**config.mk**
```make
export PLATFORM = sky130hd
export DESIGN_NAME = ipt_walker
export DESIGN_NICKNAME = d
export VERILOG_FILES = /design/src/rtl/ipt_pkg.sv /design/src/rtl/ipt_hash.sv /design/src/rtl/ipt_match.sv /design/src/rtl/ipt_ctrl.sv /design/src/rtl/ipt_walker.sv
export SDC_FILE = /design/constraint.sdc
export NUM_CORES = 1
export LEC_CHECK = 0
export ABC_AREA = 1
export ABC_CLOCK_PERIOD_IN_PS = 2800
export CORE_AREA = 2 2 95 97
export CTS_CLUSTER_DIAMETER = 40
export DETAILED_ROUTE_END_ITERATION = 12
export DIE_AREA = 0 0 97 99
export DONT_BUFFER_PORTS = 1
export PLACE_DENSITY = 0.75
export SLEW_MARGIN = 20
export SYNTH_ARGS = -nofsm -noshare
export SYNTH_HDL_FRONTEND = slang
export SYNTH_HIERARCHICAL = 1
export SYNTH_SLANG_ARGS = --single-unit
export TNS_END_PERCENT = 5
```
**constraint.sdc**
```tcl
create_clock -name clk -period 2.8 [get_ports clk]
set_input_delay 0.7 -clock clk [delete_from_list [all_inputs] [get_ports clk]]
set_output_delay 0.7 -clock clk [all_outputs]
set_load 0.05 [all_outputs]
```
**src/rtl/ipt_pkg.sv**
```systemverilog
package ipt_pkg;
  typedef enum logic [1:0] {
    WALK_IDLE = 2'd0,
    WALK_READ = 2'd1,
    WALK_CMP  = 2'd2
  } walk_st_e;
endpackage

```
**src/rtl/ipt_hash.sv**
```systemverilog
module ipt_hash #(
  parameter int VPN_W = 20,
  parameter int PID_W = 8,
  parameter int IDX_W = 10
) (
  input  logic [VPN_W-1:0] vpn,
  input  logic [PID_W-1:0] pid,
  output logic [IDX_W-1:0] home_slot
);
  always_comb home_slot = vpn[IDX_W-1:0] ^ IDX_W'(pid);
endmodule

```
**src/rtl/ipt_match.sv**
```systemverilog
module ipt_match #(
  parameter int VPN_W = 20,
  parameter int PID_W = 8
) (
  input  logic             ent_valid,
  input  logic [VPN_W-1:0] ent_vpn,
  input  logic [PID_W-1:0] ent_pid,
  input  logic [VPN_W-1:0] want_vpn,
  input  logic [PID_W-1:0] want_pid,
  output logic             hit,
  output logic             empty
);
  always_comb begin
    empty = !ent_valid;
    hit   = ent_valid && (ent_vpn == want_vpn) && (ent_pid == want_pid);
  end
endmodule

```
**src/rtl/ipt_ctrl.sv**
```systemverilog
module ipt_ctrl
  import ipt_pkg::*;
#(
  parameter int VPN_W  = 20,
  parameter int PID_W  = 8,
  parameter int IDX_W  = 10,
  parameter int OFF_W  = 12,
  parameter int AW     = 16,
  parameter int PROBES = 4,
  localparam int CW    = $clog2(PROBES + 1),
  localparam int PA_W  = IDX_W + OFF_W
) (
  input  logic             clk,
  input  logic             rst_n,
  input  logic [AW-1:0]    tbl_base,
  input  logic             req_valid,
  output logic             req_ready,
  input  logic [VPN_W-1:0] req_vpn,
  input  logic [PID_W-1:0] req_pid,
  input  logic [OFF_W-1:0] req_offset,
  input  logic [IDX_W-1:0] home_slot,
  input  logic             hit,
  input  logic             empty,
  output logic [VPN_W-1:0] cur_vpn,
  output logic [PID_W-1:0] cur_pid,
  output logic             mem_rd_en,
  output logic [AW-1:0]    mem_addr,
  output logic             done,
  output logic             resp_fault,
  output logic [PA_W-1:0]  resp_paddr,
  output logic [CW-1:0]    resp_reads
);
  walk_st_e         st;
  logic [IDX_W-1:0] slot;
  logic [CW-1:0]    cnt;
  logic [OFF_W-1:0] cur_off;

  always_comb begin
    req_ready = (st == WALK_IDLE);
    mem_rd_en = (st == WALK_READ);
    mem_addr  = tbl_base + AW'(slot);
  end

  always_ff @(posedge clk) begin
    if (!rst_n) begin
      st         <= WALK_IDLE;
      slot       <= '0;
      cnt        <= '0;
      cur_vpn    <= '0;
      cur_pid    <= '0;
      cur_off    <= '0;
      done       <= 1'b0;
      resp_fault <= 1'b0;
      resp_paddr <= '0;
      resp_reads <= '0;
    end else begin
      done <= 1'b0;
      unique case (st)
        WALK_IDLE: begin
          if (req_valid) begin
            cur_vpn <= req_vpn;
            cur_pid <= req_pid;
            cur_off <= req_offset;
            slot    <= home_slot;
            cnt     <= '0;
            st      <= WALK_READ;
          end
        end
        WALK_READ: begin
          cnt <= cnt + 1'b1;
          st  <= WALK_CMP;
        end
        WALK_CMP: begin
          if (hit) begin
            done       <= 1'b1;
            resp_fault <= 1'b0;
            resp_paddr <= {slot, cur_off};
            resp_reads <= cnt;
            st         <= WALK_IDLE;
          end else if (empty || cnt == CW'(PROBES)) begin
            done       <= 1'b1;
            resp_fault <= 1'b1;
            resp_paddr <= '0;
            resp_reads <= cnt;
            st         <= WALK_IDLE;
          end else begin
            slot <= slot + 1'b1;
            st   <= WALK_READ;
          end
        end
        default: st <= WALK_IDLE;
      endcase
    end
  end
endmodule

```
**src/rtl/ipt_walker.sv**
```systemverilog
module ipt_walker #(
  parameter int VPN_W  = 20,
  parameter int PID_W  = 8,
  parameter int IDX_W  = 10,
  parameter int OFF_W  = 12,
  parameter int AW     = 16,
  parameter int PROBES = 4,
  localparam int CW    = $clog2(PROBES + 1),
  localparam int PA_W  = IDX_W + OFF_W
) (
  input  logic             clk,
  input  logic             rst_n,
  input  logic [AW-1:0]    tbl_base,
  input  logic             req_valid,
  output logic             req_ready,
  input  logic [VPN_W-1:0] req_vpn,
  input  logic [PID_W-1:0] req_pid,
  input  logic [OFF_W-1:0] req_offset,
  output logic             mem_rd_en,
  output logic [AW-1:0]    mem_addr,
  input  logic             mem_rd_valid,
  input  logic [VPN_W-1:0] mem_rd_vpn,
  input  logic [PID_W-1:0] mem_rd_pid,
  output logic             done,
  output logic             resp_fault,
  output logic [PA_W-1:0]  resp_paddr,
  output logic [CW-1:0]    resp_reads
);
  logic [IDX_W-1:0] home_slot;
  logic [VPN_W-1:0] cur_vpn;
  logic [PID_W-1:0] cur_pid;
  logic             hit, empty;

  ipt_hash #(.VPN_W(VPN_W), .PID_W(PID_W), .IDX_W(IDX_W)) u_hash (
    .vpn(req_vpn), .pid(req_pid), .home_slot(home_slot)
  );

  ipt_match #(.VPN_W(VPN_W), .PID_W(PID_W)) u_match (
    .ent_valid(mem_rd_valid), .ent_vpn(mem_rd_vpn), .ent_pid(mem_rd_pid),
    .want_vpn(cur_vpn), .want_pid(cur_pid), .hit(hit), .empty(empty)
  );

  ipt_ctrl #(
    .VPN_W(VPN_W), .PID_W(PID_W), .IDX_W(IDX_W), .OFF_W(OFF_W),
    .AW(AW), .PROBES(PROBES)
  ) u_ctrl (
    .clk(clk), .rst_n(rst_n), .tbl_base(tbl_base),
    .req_valid(req_valid), .req_ready(req_ready),
    .req_vpn(req_vpn), .req_pid(req_pid), .req_offset(req_offset),
    .home_slot(home_slot), .hit(hit), .empty(empty),
    .cur_vpn(cur_vpn), .cur_pid(cur_pid),
    .mem_rd_en(mem_rd_en), .mem_addr(mem_addr),
    .done(done), .resp_fault(resp_fault),
    .resp_paddr(resp_paddr), .resp_reads(resp_reads)
  );
endmodule

```
==> impl_metrics.tcl, run 1 <==
set metrics [dict create \
    critPathArrivalTime_ns 2.05 \
    final_nets 856 \
    place_congestion 0.895 \
    first_pass_iters 6 \
    final_max_slew_viol_count 0 \
    cp_max_fo 3 \
    clock_latency_ns 0.36 \
    cts_tree "yes" \
    fin_tns_setup_ns 0 \
    power_density_mw_per_mm2 554 \
    combPwrFrac 0.282 \
    finalSetupViolCount 0 \
    wirelength_mm 12.3 \
    drt_iter0_markers 323 \
    antenna_found_initial 0 \
    cts_buffer_depth 2 \
    critPathLaunchType "flop" \
    final_area_mm2 0.00531 \
    dieArea_mm2 0.00960 \
    swShare 0.358 \
    p_int_mw 1.89 \
    hold_ws_ns 0.471 \
    nFillCells 817 \
    vias_per_cell 5.28 \
    synth.avg_cell_area_um2 6.24 \
    p_leak_nw 2.54 \
    regArea_mm2 0.00166 \
    rsz0062_at_grt "yes" \
    grt_pass1_vias 4213 \
    grt_use_total 0.246 \
    netlist_area_mm2 0.00463 \
    ys_ff_latch 82 \
    grt.met1_usage 0.305 \
    io_buffers 0 \
    dpl_cell_area_mm2 0.00496 \
    core_mm2 0.00855 \
    vdd_drop_max_mv 0.369 \
    netlist.area_leader.share 0.355 \
    synth_nets 844 \
    fin_util 0.621 \
    grt.met3_usage 0.0723 \
    synth.most_common_cell "nand2_1" \
    crit_buf_inv 2 \
    rows 34 \
    worstMarginPinSlew_ns 0.600 \
    synth_largest_area_cell "dfxtp_1" \
    worstPathRequired_ns 2.10 \
    h-tree-depth 3 \
    worst_hold_path_type "input port to flop" \
    p_sw_mw 1.05 \
    p_seq_frac 0.447 \
    grt_max_degree 58 \
    cts-root-buf "clkbuf_8" \
    grt_overflow 0 \
    busiest_layer "met2" \
    fin_crit_sh 0.982 \
    syn_inst 742 \
    dp_slack_ns -0.0219 \
    use_met2 0.404 \
    end_kind "primary output" \
    slew_headroom 0.599 \
    cpMostUsedCell "nand2_2" \
    area_growth_pct 14.8 \
    status "complete, no violations" \
    multi_input_area_mm2 0.00263 \
    yosys_warnings 6 \
    dp_hpwl_mm 8.90 \
    final-instance-count-excl-fill 867 \
    fmax_mhz 364 \
    async_flop_share 0 \
    ctsHoldBuffers 0 \
    numCtsBuffers 9 \
    die_y_um 99 \
    ys_seq_area_frac 0.355 \
    cpPeakStageDelay_ns 0.39 \
    grt_pass1_wl_mm 19.4 \
    clkTransAtPathRegs_ns 0.10 \
    critical_path.slowest_cell "fa_2" \
    synth.area.top_cells "dfxtp_1 (35%), nand2_1 (17%), nor2_1 (11%)" \
    synth_cell_types 34 \
    min_period_ns 2.75 \
    finalHoldViolations 0 \
    diodes 0 \
    synthTopCellsByCount "nand2_1 (205), nor2_1 (133), inv_1 (102), dfxtp_1 (82), o21ai_0 (55)" \
    clock_power_share 0.271 \
    path_cells "ha_4 > fa_2 > nand3_2 > nand2_2 > buf_6 > nand2_2 > nand2_2 > xor2_2 > buf_12" \
    drc 0 \
    pin_count 133 \
    fin_ws_ns 0.0502 \
    synth-edff-count 0 \
    vias 4575 \
    maxCapViolCount 0 \
    avgRoutedWirePerCell_um 14.2 \
    critPathKind "flop to primary output" \
    p_total_mw 2.95 \
    path_delay_family "adder cells" \
    finalClockSkew_ns 0.0116 \
    ant_nets 0 \
    cts_sinks 82 \
    die_w_um 97 \
    start_util 0.541 \
    dp.cells 849 \
    synthFlopType "dfxtp_1" \
    drive_above_1_share 0.117 \
]
-- metal layers --
layer	vias up	wire, µm
li1	2318	-
met2	172	5820
met4	0	385
met5	-	0
met1	2058	5040
met3	27	1030
-- layout make-up --
cell class              instances  share of cell area
clock buffers                  10              0.0240
well taps                     108              0.0254
inverters                     104              0.0739
repair buffers                 27              0.0600
multi-input cells             530               0.495
flip-flops and latches         82               0.312
clock inverters                 6             0.00965
-- path summary, 6_finish.rpt --
| kind | startpoint | to | slack, ns | cells past startpoint |
|---|---|---|---|---|
| worst max-delay path | u_ctrl/slot[0]$_SDFFE_PN0P_ | mem_addr[8] | 0.05 | 9 |
| worst min-delay path | rst_n | u_ctrl/cur_off[4]$_SDFFE_PN0P_ | 0.47 | 2 |
| worst max register to register | u_ctrl/cur_pid[3]$_SDFFE_PN0P_ | u_ctrl/resp_paddr[14]$_SDFFE_PN0P_ | 0.74 | 12 |
| worst min register to register | u_ctrl/cur_off[5]$_SDFFE_PN0P_ | u_ctrl/resp_paddr[5]$_SDFFE_PN0P_ | 0.49 | 2 |
-- state kept, by name (all words and copies together) (netlist names) --
| signal | cells |
|---|---|
| u_ctrl/cnt | 3 |
| u_ctrl/resp_fault | 1 |
| u_ctrl/cur_pid | 8 |
| u_ctrl/cur_vpn | 20 |
| u_ctrl/done | 1 |
| u_ctrl/cur_off | 12 |
| u_ctrl/resp_reads | 3 |
| u_ctrl/st | 2 |
| u_ctrl/slot | 10 |
| u_ctrl/resp_paddr | 22 |
-- cell usage in the layout, fill, tap and decap left out, types with 4 or more instances in the layout --
cell type / instances
nand2_1: 195
nor2_1: 132
inv_1: 102
dfxtp_1: 74
o21ai_0: 54
nand3_1: 43
a21oi_1: 34
buf_4: 17
nand2_2: 14
clkbuf_8: 9
buf_12: 9
xor2_1: 7
ha_4: 7
ha_1: 6
o31ai_1: 5
dfxtp_2: 5
or2_2: 4
-- worst reg2reg max path, cell delays in order, from the launching register on --
cell and delay [ns]:
dfxtp_1 0.36, inv_1 0.06, nand2_1 0.08, nand2_1 0.06, nor2_1 0.11, nand2_1 0.07, nor2_1 0.09, nand2_1 0.05
nor2_1 0.17, inv_1 0.20, a21oi_4 0.32, nand2_2 0.16, o31ai_1 0.25
-- power by group through the flow --
stage,registers (mW),clock network [mW],logic [mW]
3_5_place_dp,1.34,0,0.772
3_3_place_gp,1.33,0,0.752
5_1_grt,1.33,0.871,0.905
2_1_floorplan,1.32,0,0.566
4_1_cts,1.31,0.816,0.777
6_report,1.32,0.798,0.831
-- repair_timing --
action	4_1_cts	5_1_grt
setup endpoints to repair	6	8
pin swaps	1	10
gates cloned	0	0
buffers inserted	0	2
resized for setup	6	35
-- cell families after synthesis --
family / after synthesis / synth area share
DFF: 82 / 0.355
muxes: 2 / 0.00433
adders and majority gates: 14 / 0.0395
buffers and inverters: 130 / 0.112
xor gates and xnor gates: 10 / 0.0189
and+or+nand+nor: 400 / 0.348
AOI/OAI and AO/OA: 104 / 0.122
Power figures use the tool's default switching activity.
==> inputs of run 2 (changes only) <==
--- a/config.mk
+++ b/config.mk
@@ -7,12 +7,12 @@
 export LEC_CHECK = 0
 export ABC_AREA = 1
 export ABC_CLOCK_PERIOD_IN_PS = 2800
-export CORE_AREA = 2 2 95 97
+export CORE_AREA = 2 2 98 100
 export CTS_CLUSTER_DIAMETER = 40
 export DETAILED_ROUTE_END_ITERATION = 12
-export DIE_AREA = 0 0 97 99
+export DIE_AREA = 0 0 100 102
 export DONT_BUFFER_PORTS = 1
-export PLACE_DENSITY = 0.75
+export PLACE_DENSITY = 0.72
 export SLEW_MARGIN = 20
 export SYNTH_ARGS = -nofsm -noshare
 export SYNTH_HDL_FRONTEND = slang
==> impl_metrics.tcl, run 2 (same netlist as run 1, synthesis figures left out) <==
set metrics [dict create \
    area_growth_pct 15.2 \
    antenna_found_initial 0 \
    mostFrequentLayoutCell "nand2_1" \
    cts_tree "yes" \
    drive_above_1_share 0.115 \
    start_util 0.508 \
    first_pass_iters 5 \
    cp_max_fo 3 \
    diodes 0 \
    top_regs "u_ctrl/resp_paddr: 22 flops, u_ctrl/cur_vpn: 20 flops, u_ctrl/cur_off: 12 flops" \
    h-tree-depth 3 \
    place_congestion 0.880 \
    clock_latency_ns 0.36 \
    worstMarginPinSlew_ns 1.03 \
    finalSetupViolCount 0 \
    power_density_mw_per_mm2 584 \
    dpl_cell_area_mm2 0.00497 \
    finalClockSkew_ns 0.0159 \
    grt_use_total 0.231 \
    fin_tns_setup_ns 0 \
    rsz0062_at_grt "yes" \
    status "complete, no violations" \
    reg2reg_depth 6 \
    regArea_mm2 0.00165 \
    rows 35 \
    dieArea_mm2 0.0102 \
    drt_iter0_markers 331 \
    multi_input_area_mm2 0.00256 \
    end_kind "primary output" \
    drc 0 \
    maxCapViolCount 0 \
    core_mm2 0.00911 \
    slew_headroom 0.311 \
    top_register "u_ctrl/resp_paddr" \
    wirelength_mm 12.1 \
    min_period_ns 2.74 \
    grt_max_degree 58 \
    largest_register_ffs 22 \
    vias_per_cell 5.19 \
    critical_path.slowest_cell "dfxtp_2" \
    pin_count 133 \
    worstPathRequired_ns 2.10 \
    io_buffers 0 \
    ant_nets 0 \
    worst_hold_path_type "input port to flop" \
    numCtsBuffers 9 \
    fin_crit_sh 0.978 \
    path_cells "ha_2 > fa_2 > nand3_1 > nand2_1 > nand3_1 > nand2_2 > buf_4 > xor2_2 > buf_12" \
    vias 4549 \
    critPathKind "flop to primary output" \
    ctsHoldBuffers 0 \
    cpMostUsedCell "nand3_1" \
    final_cell_mix "nand2_1 (200), nor2_1 (132), inv_1 (102)" \
    avgRoutedWirePerCell_um 13.8 \
    cts-root-buf "clkbuf_8" \
    die_w_um 100 \
    grt_pass1_wl_mm 19.0 \
    nFillCells 859 \
    cts_sinks 82 \
    final_max_slew_viol_count 0 \
    critPathArrivalTime_ns 2.04 \
    grt_overflow 0 \
    fmax_mhz 365 \
    finalHoldViolations 0 \
    critPathLaunchType "flop" \
    fin_util 0.586 \
    final_area_mm2 0.00533 \
    vdd_drop_max_mv 0.275 \
    final_nets 862 \
    cpPeakStageDelay_ns 0.34 \
    grt_pass1_vias 4091 \
    cts_buffer_depth 2 \
    die_y_um 102 \
    clkTransAtPathRegs_ns 0.10 \
    dp_hpwl_mm 8.98 \
    holdPathStages 2 \
    p_leak_nw 2.60 \
]
-- run 2: what timing repair did --
| action | in CTS | in global routing |
|---|---|---|
| resized for setup | 3 | 22 |
| gates cloned | 0 | 0 |
| setup endpoints to repair | 5 | 8 |
| pin swaps | 0 | 2 |
| buffers inserted | 0 | 7 |
-- run 2: worst max-delay path: cells and delay by family, from the launching register on --
kind	cells	cell delay (ns)
flip-flops	1	0.34
XOR/XNOR	1	0.17
AND/OR/NAND/NOR	4	0.35
buffers and inverters	2	0.32
adder cells (fa/ha/maj)	2	0.53
-- run 2: path summary, 6_finish.rpt --
check / startpoint / end / slack (ns)
worst max register to register: u_ctrl/st[0]$_SDFFE_PN0P_ / u_ctrl/cur_vpn[14]$_SDFFE_PN0P_ / 0.19
worst min-delay path: rst_n / u_ctrl/cur_off[2]$_SDFFE_PN0P_ / 0.47
worst min register to register: u_ctrl/cur_vpn[17]$_SDFFE_PN0P_ / u_ctrl/cur_vpn[17]$_SDFFE_PN0P_ / 0.49
worst max-delay path: u_ctrl/slot[0]$_SDFFE_PN0P_ / mem_addr[6] / 0.06
-- run 2: layout make-up --
type                    count  area share
multi-input cells         530       0.479
flip-flops and latches     82       0.310
inverters                 104      0.0737
repair buffers             33      0.0676
well taps                 111      0.0260
clock buffers               9      0.0232
clock inverters             7      0.0199
-- run 2: metal layers --
layer	vias to the layer above	global-route usage	wire [µm]
met4	0	0.0695	103
li1	2338	-	-
met5	-	0	0
met3	17	0.0766	1100
met1	2021	0.273	4910
met2	173	0.403	5980
-- run 2: per-stage QoR --
stage          instances  power (mW)  worst slack [ns]  hold slack (ns)
6_report             876        3.11            0.0609            0.473
4_1_cts              869        3.10            0.0165            0.453
5_1_grt              876        3.26           -0.0246            0.466
3_3_place_gp         853        2.09            0.0357            0.464
2_1_floorplan        742        1.88            -0.149            0.447
3_5_place_dp         853        2.11           -0.0159            0.477
-- run 2: report_power, final --
group	leakage (nW)	switching [mW]	internal, mW
Sequential	0.676	0.0697	1.24
Clock	0.117	0.467	0.520
Combinational	1.81	0.501	0.313
Total	2.60	1.04	2.07
==> inputs of run 3 (changes only) <==
--- a/config.mk
+++ b/config.mk
@@ -13,6 +13,7 @@
 export DIE_AREA = 0 0 100 102
 export DONT_BUFFER_PORTS = 1
 export PLACE_DENSITY = 0.72
+export SETUP_SLACK_MARGIN = 0.4
 export SLEW_MARGIN = 20
 export SYNTH_ARGS = -nofsm -noshare
 export SYNTH_HDL_FRONTEND = slang
==> impl_metrics.tcl, run 3 (same netlist as run 1, synthesis figures left out) <==
set metrics [dict create \
    fmax_mhz 380 \
    antenna_found_initial 0 \
    end_kind "primary output" \
    critPathArrivalTime_ns 1.93 \
    numCtsBuffers 9 \
    finalSetupViolCount 0 \
    finalHoldViolations 0 \
    grt_use_total 0.235 \
    cts_tree "yes" \
    use_met2 0.399 \
    cts_buffer_depth 2 \
    final_cell_mix "nand2_1 (186), nor2_1 (130), inv_1 (102)" \
    rsz0062_at_grt "yes" \
    reg2reg_slack_ns 0.46 \
    rows 35 \
    h-tree-depth 3 \
    grt_pass1_wl_mm 19.3 \
    ctsHoldBuffers 0 \
    core_mm2 0.00911 \
    maxCapViolCount 0 \
    dp_slack_ns 0.110 \
    min_period_ns 2.63 \
    fin_crit_sh 0.941 \
    dieArea_mm2 0.0102 \
    power_density_mw_per_mm2 559 \
    diodes 0 \
    dpl_cell_area_mm2 0.00500 \
    place_congestion 0.823 \
    critPathLaunchType "flop" \
    die_w_um 100 \
    fin_tns_setup_ns 0 \
    drt_iter0_markers 214 \
    worstPathRequired_ns 2.10 \
    slew_headroom 0.316 \
    fin_ws_ns 0.166 \
    fin_util 0.592 \
    vias 4502 \
    drc 0 \
    cts_sinks 82 \
    die_y_um 102 \
    ant_nets 0 \
    p_leak_nw 2.55 \
    holdPathStages 2 \
    top_regs "u_ctrl/resp_paddr: 22 flops, u_ctrl/cur_vpn: 20 flops, u_ctrl/cur_off: 12 flops" \
    wirelength_mm 12.1 \
    reg2reg_depth 6 \
    cp_max_fo 4 \
    first_pass_iters 5 \
    final-instance-count-excl-fill 864 \
    drive_above_1_share 0.141 \
    grt.met3_usage 0.0657 \
    final_nets 851 \
    final_max_slew_viol_count 0 \
    hold_ws_ns 0.476 \
    finalClockSkew_ns 0.0180 \
    grt.met1_usage 0.295 \
    p_total_mw 3.02 \
    critPathKind "flop to primary output" \
    vdd_drop_max_mv 0.301 \
    start_util 0.508 \
    worst_hold_path_type "input port to flop" \
    grt_pass1_vias 4140 \
    busiest_layer "met2" \
    dp_hpwl_mm 8.71 \
    avgRoutedWirePerCell_um 14.0 \
    io_buffers 0 \
    grt_max_degree 58 \
    pin_count 133 \
    mostFrequentLayoutCell "nand2_1" \
    vias_per_cell 5.21 \
    worstMarginPinSlew_ns 1.02 \
    largest_register_ffs 22 \
    nFillCells 901 \
    dp.cells 843 \
    area_growth_pct 16.5 \
    clkTransAtPathRegs_ns 0.09 \
    top_register "u_ctrl/resp_paddr" \
    cts-root-buf "clkbuf_8" \
    grt_overflow 0 \
    final_area_mm2 0.00539 \
    status "complete, no violations" \
    clock_latency_ns 0.35 \
]
run 3: cell count changes in the layout (fill, tap and decap cells not counted), moves of 4 or more:
| cell | previous run | this run |
|---|---|---|
| buf_12 | 9 | 2 |
| buf_4 | 24 | 20 |
| xor2_1 | 7 | 2 |
| nand2_1 | 200 | 186 |
| nand2_4 | 0 | 7 |
| nand2_2 | 10 | 16 |
| ha_4 | 3 | 8 |
run 3: metal layers:
layer	up-vias	share of wire
met5	-	0
met4	0	0.010
met3	12	0.084
met2	125	0.48
met1	2060	0.43
li1	2305	-
run 3: timing repair:
item / CTS / global route
setup buffers: 3 / 3
gates resized for setup: 21 / 17
pin swaps: 6 / 10
endpoints found under the setup margin: 14 / 39
run 3: final timing paths:
kind	start	end
hold / removal	rst_n	u_ctrl/cur_vpn[10]$_SDFFE_PN0P_
setup / recovery	u_ctrl/slot[0]$_SDFFE_PN0P_	mem_addr[6]
setup reg to reg	u_ctrl/st[0]$_SDFFE_PN0P_	u_ctrl/cur_vpn[4]$_SDFFE_PN0P_
hold reg to reg	u_ctrl/cnt[0]$_SDFFE_PN0P_	u_ctrl/cnt[0]$_SDFFE_PN0P_
run 3: critical path, stage by stage (launching register included):
cell and delay, ns:
dfxtp_4 0.37, ha_4 0.17, fa_2 0.40, nand3_2 0.09, nand2_4 0.07, nand3_4 0.09
nand2_8 0.08, xor2_4 0.17, buf_12 0.16
run 3: final cells by class:
type / instances / area (µm²) / share of cell area
clock buffer: 10 / 138 / 0.0255
timing repair buffer: 22 / 190 / 0.0353
tap: 111 / 139 / 0.0257
clock inverter: 5 / 62.6 / 0.0116
multi-input combinational: 530 / 2810 / 0.521
inverter: 104 / 393 / 0.0728
sequential: 82 / 1660 / 0.309
run 3: power breakdown:
part / switching [mW] / internal (mW)
Sequential: 0.0708 / 1.24
Clock: 0.434 / 0.436
Combinational: 0.526 / 0.307
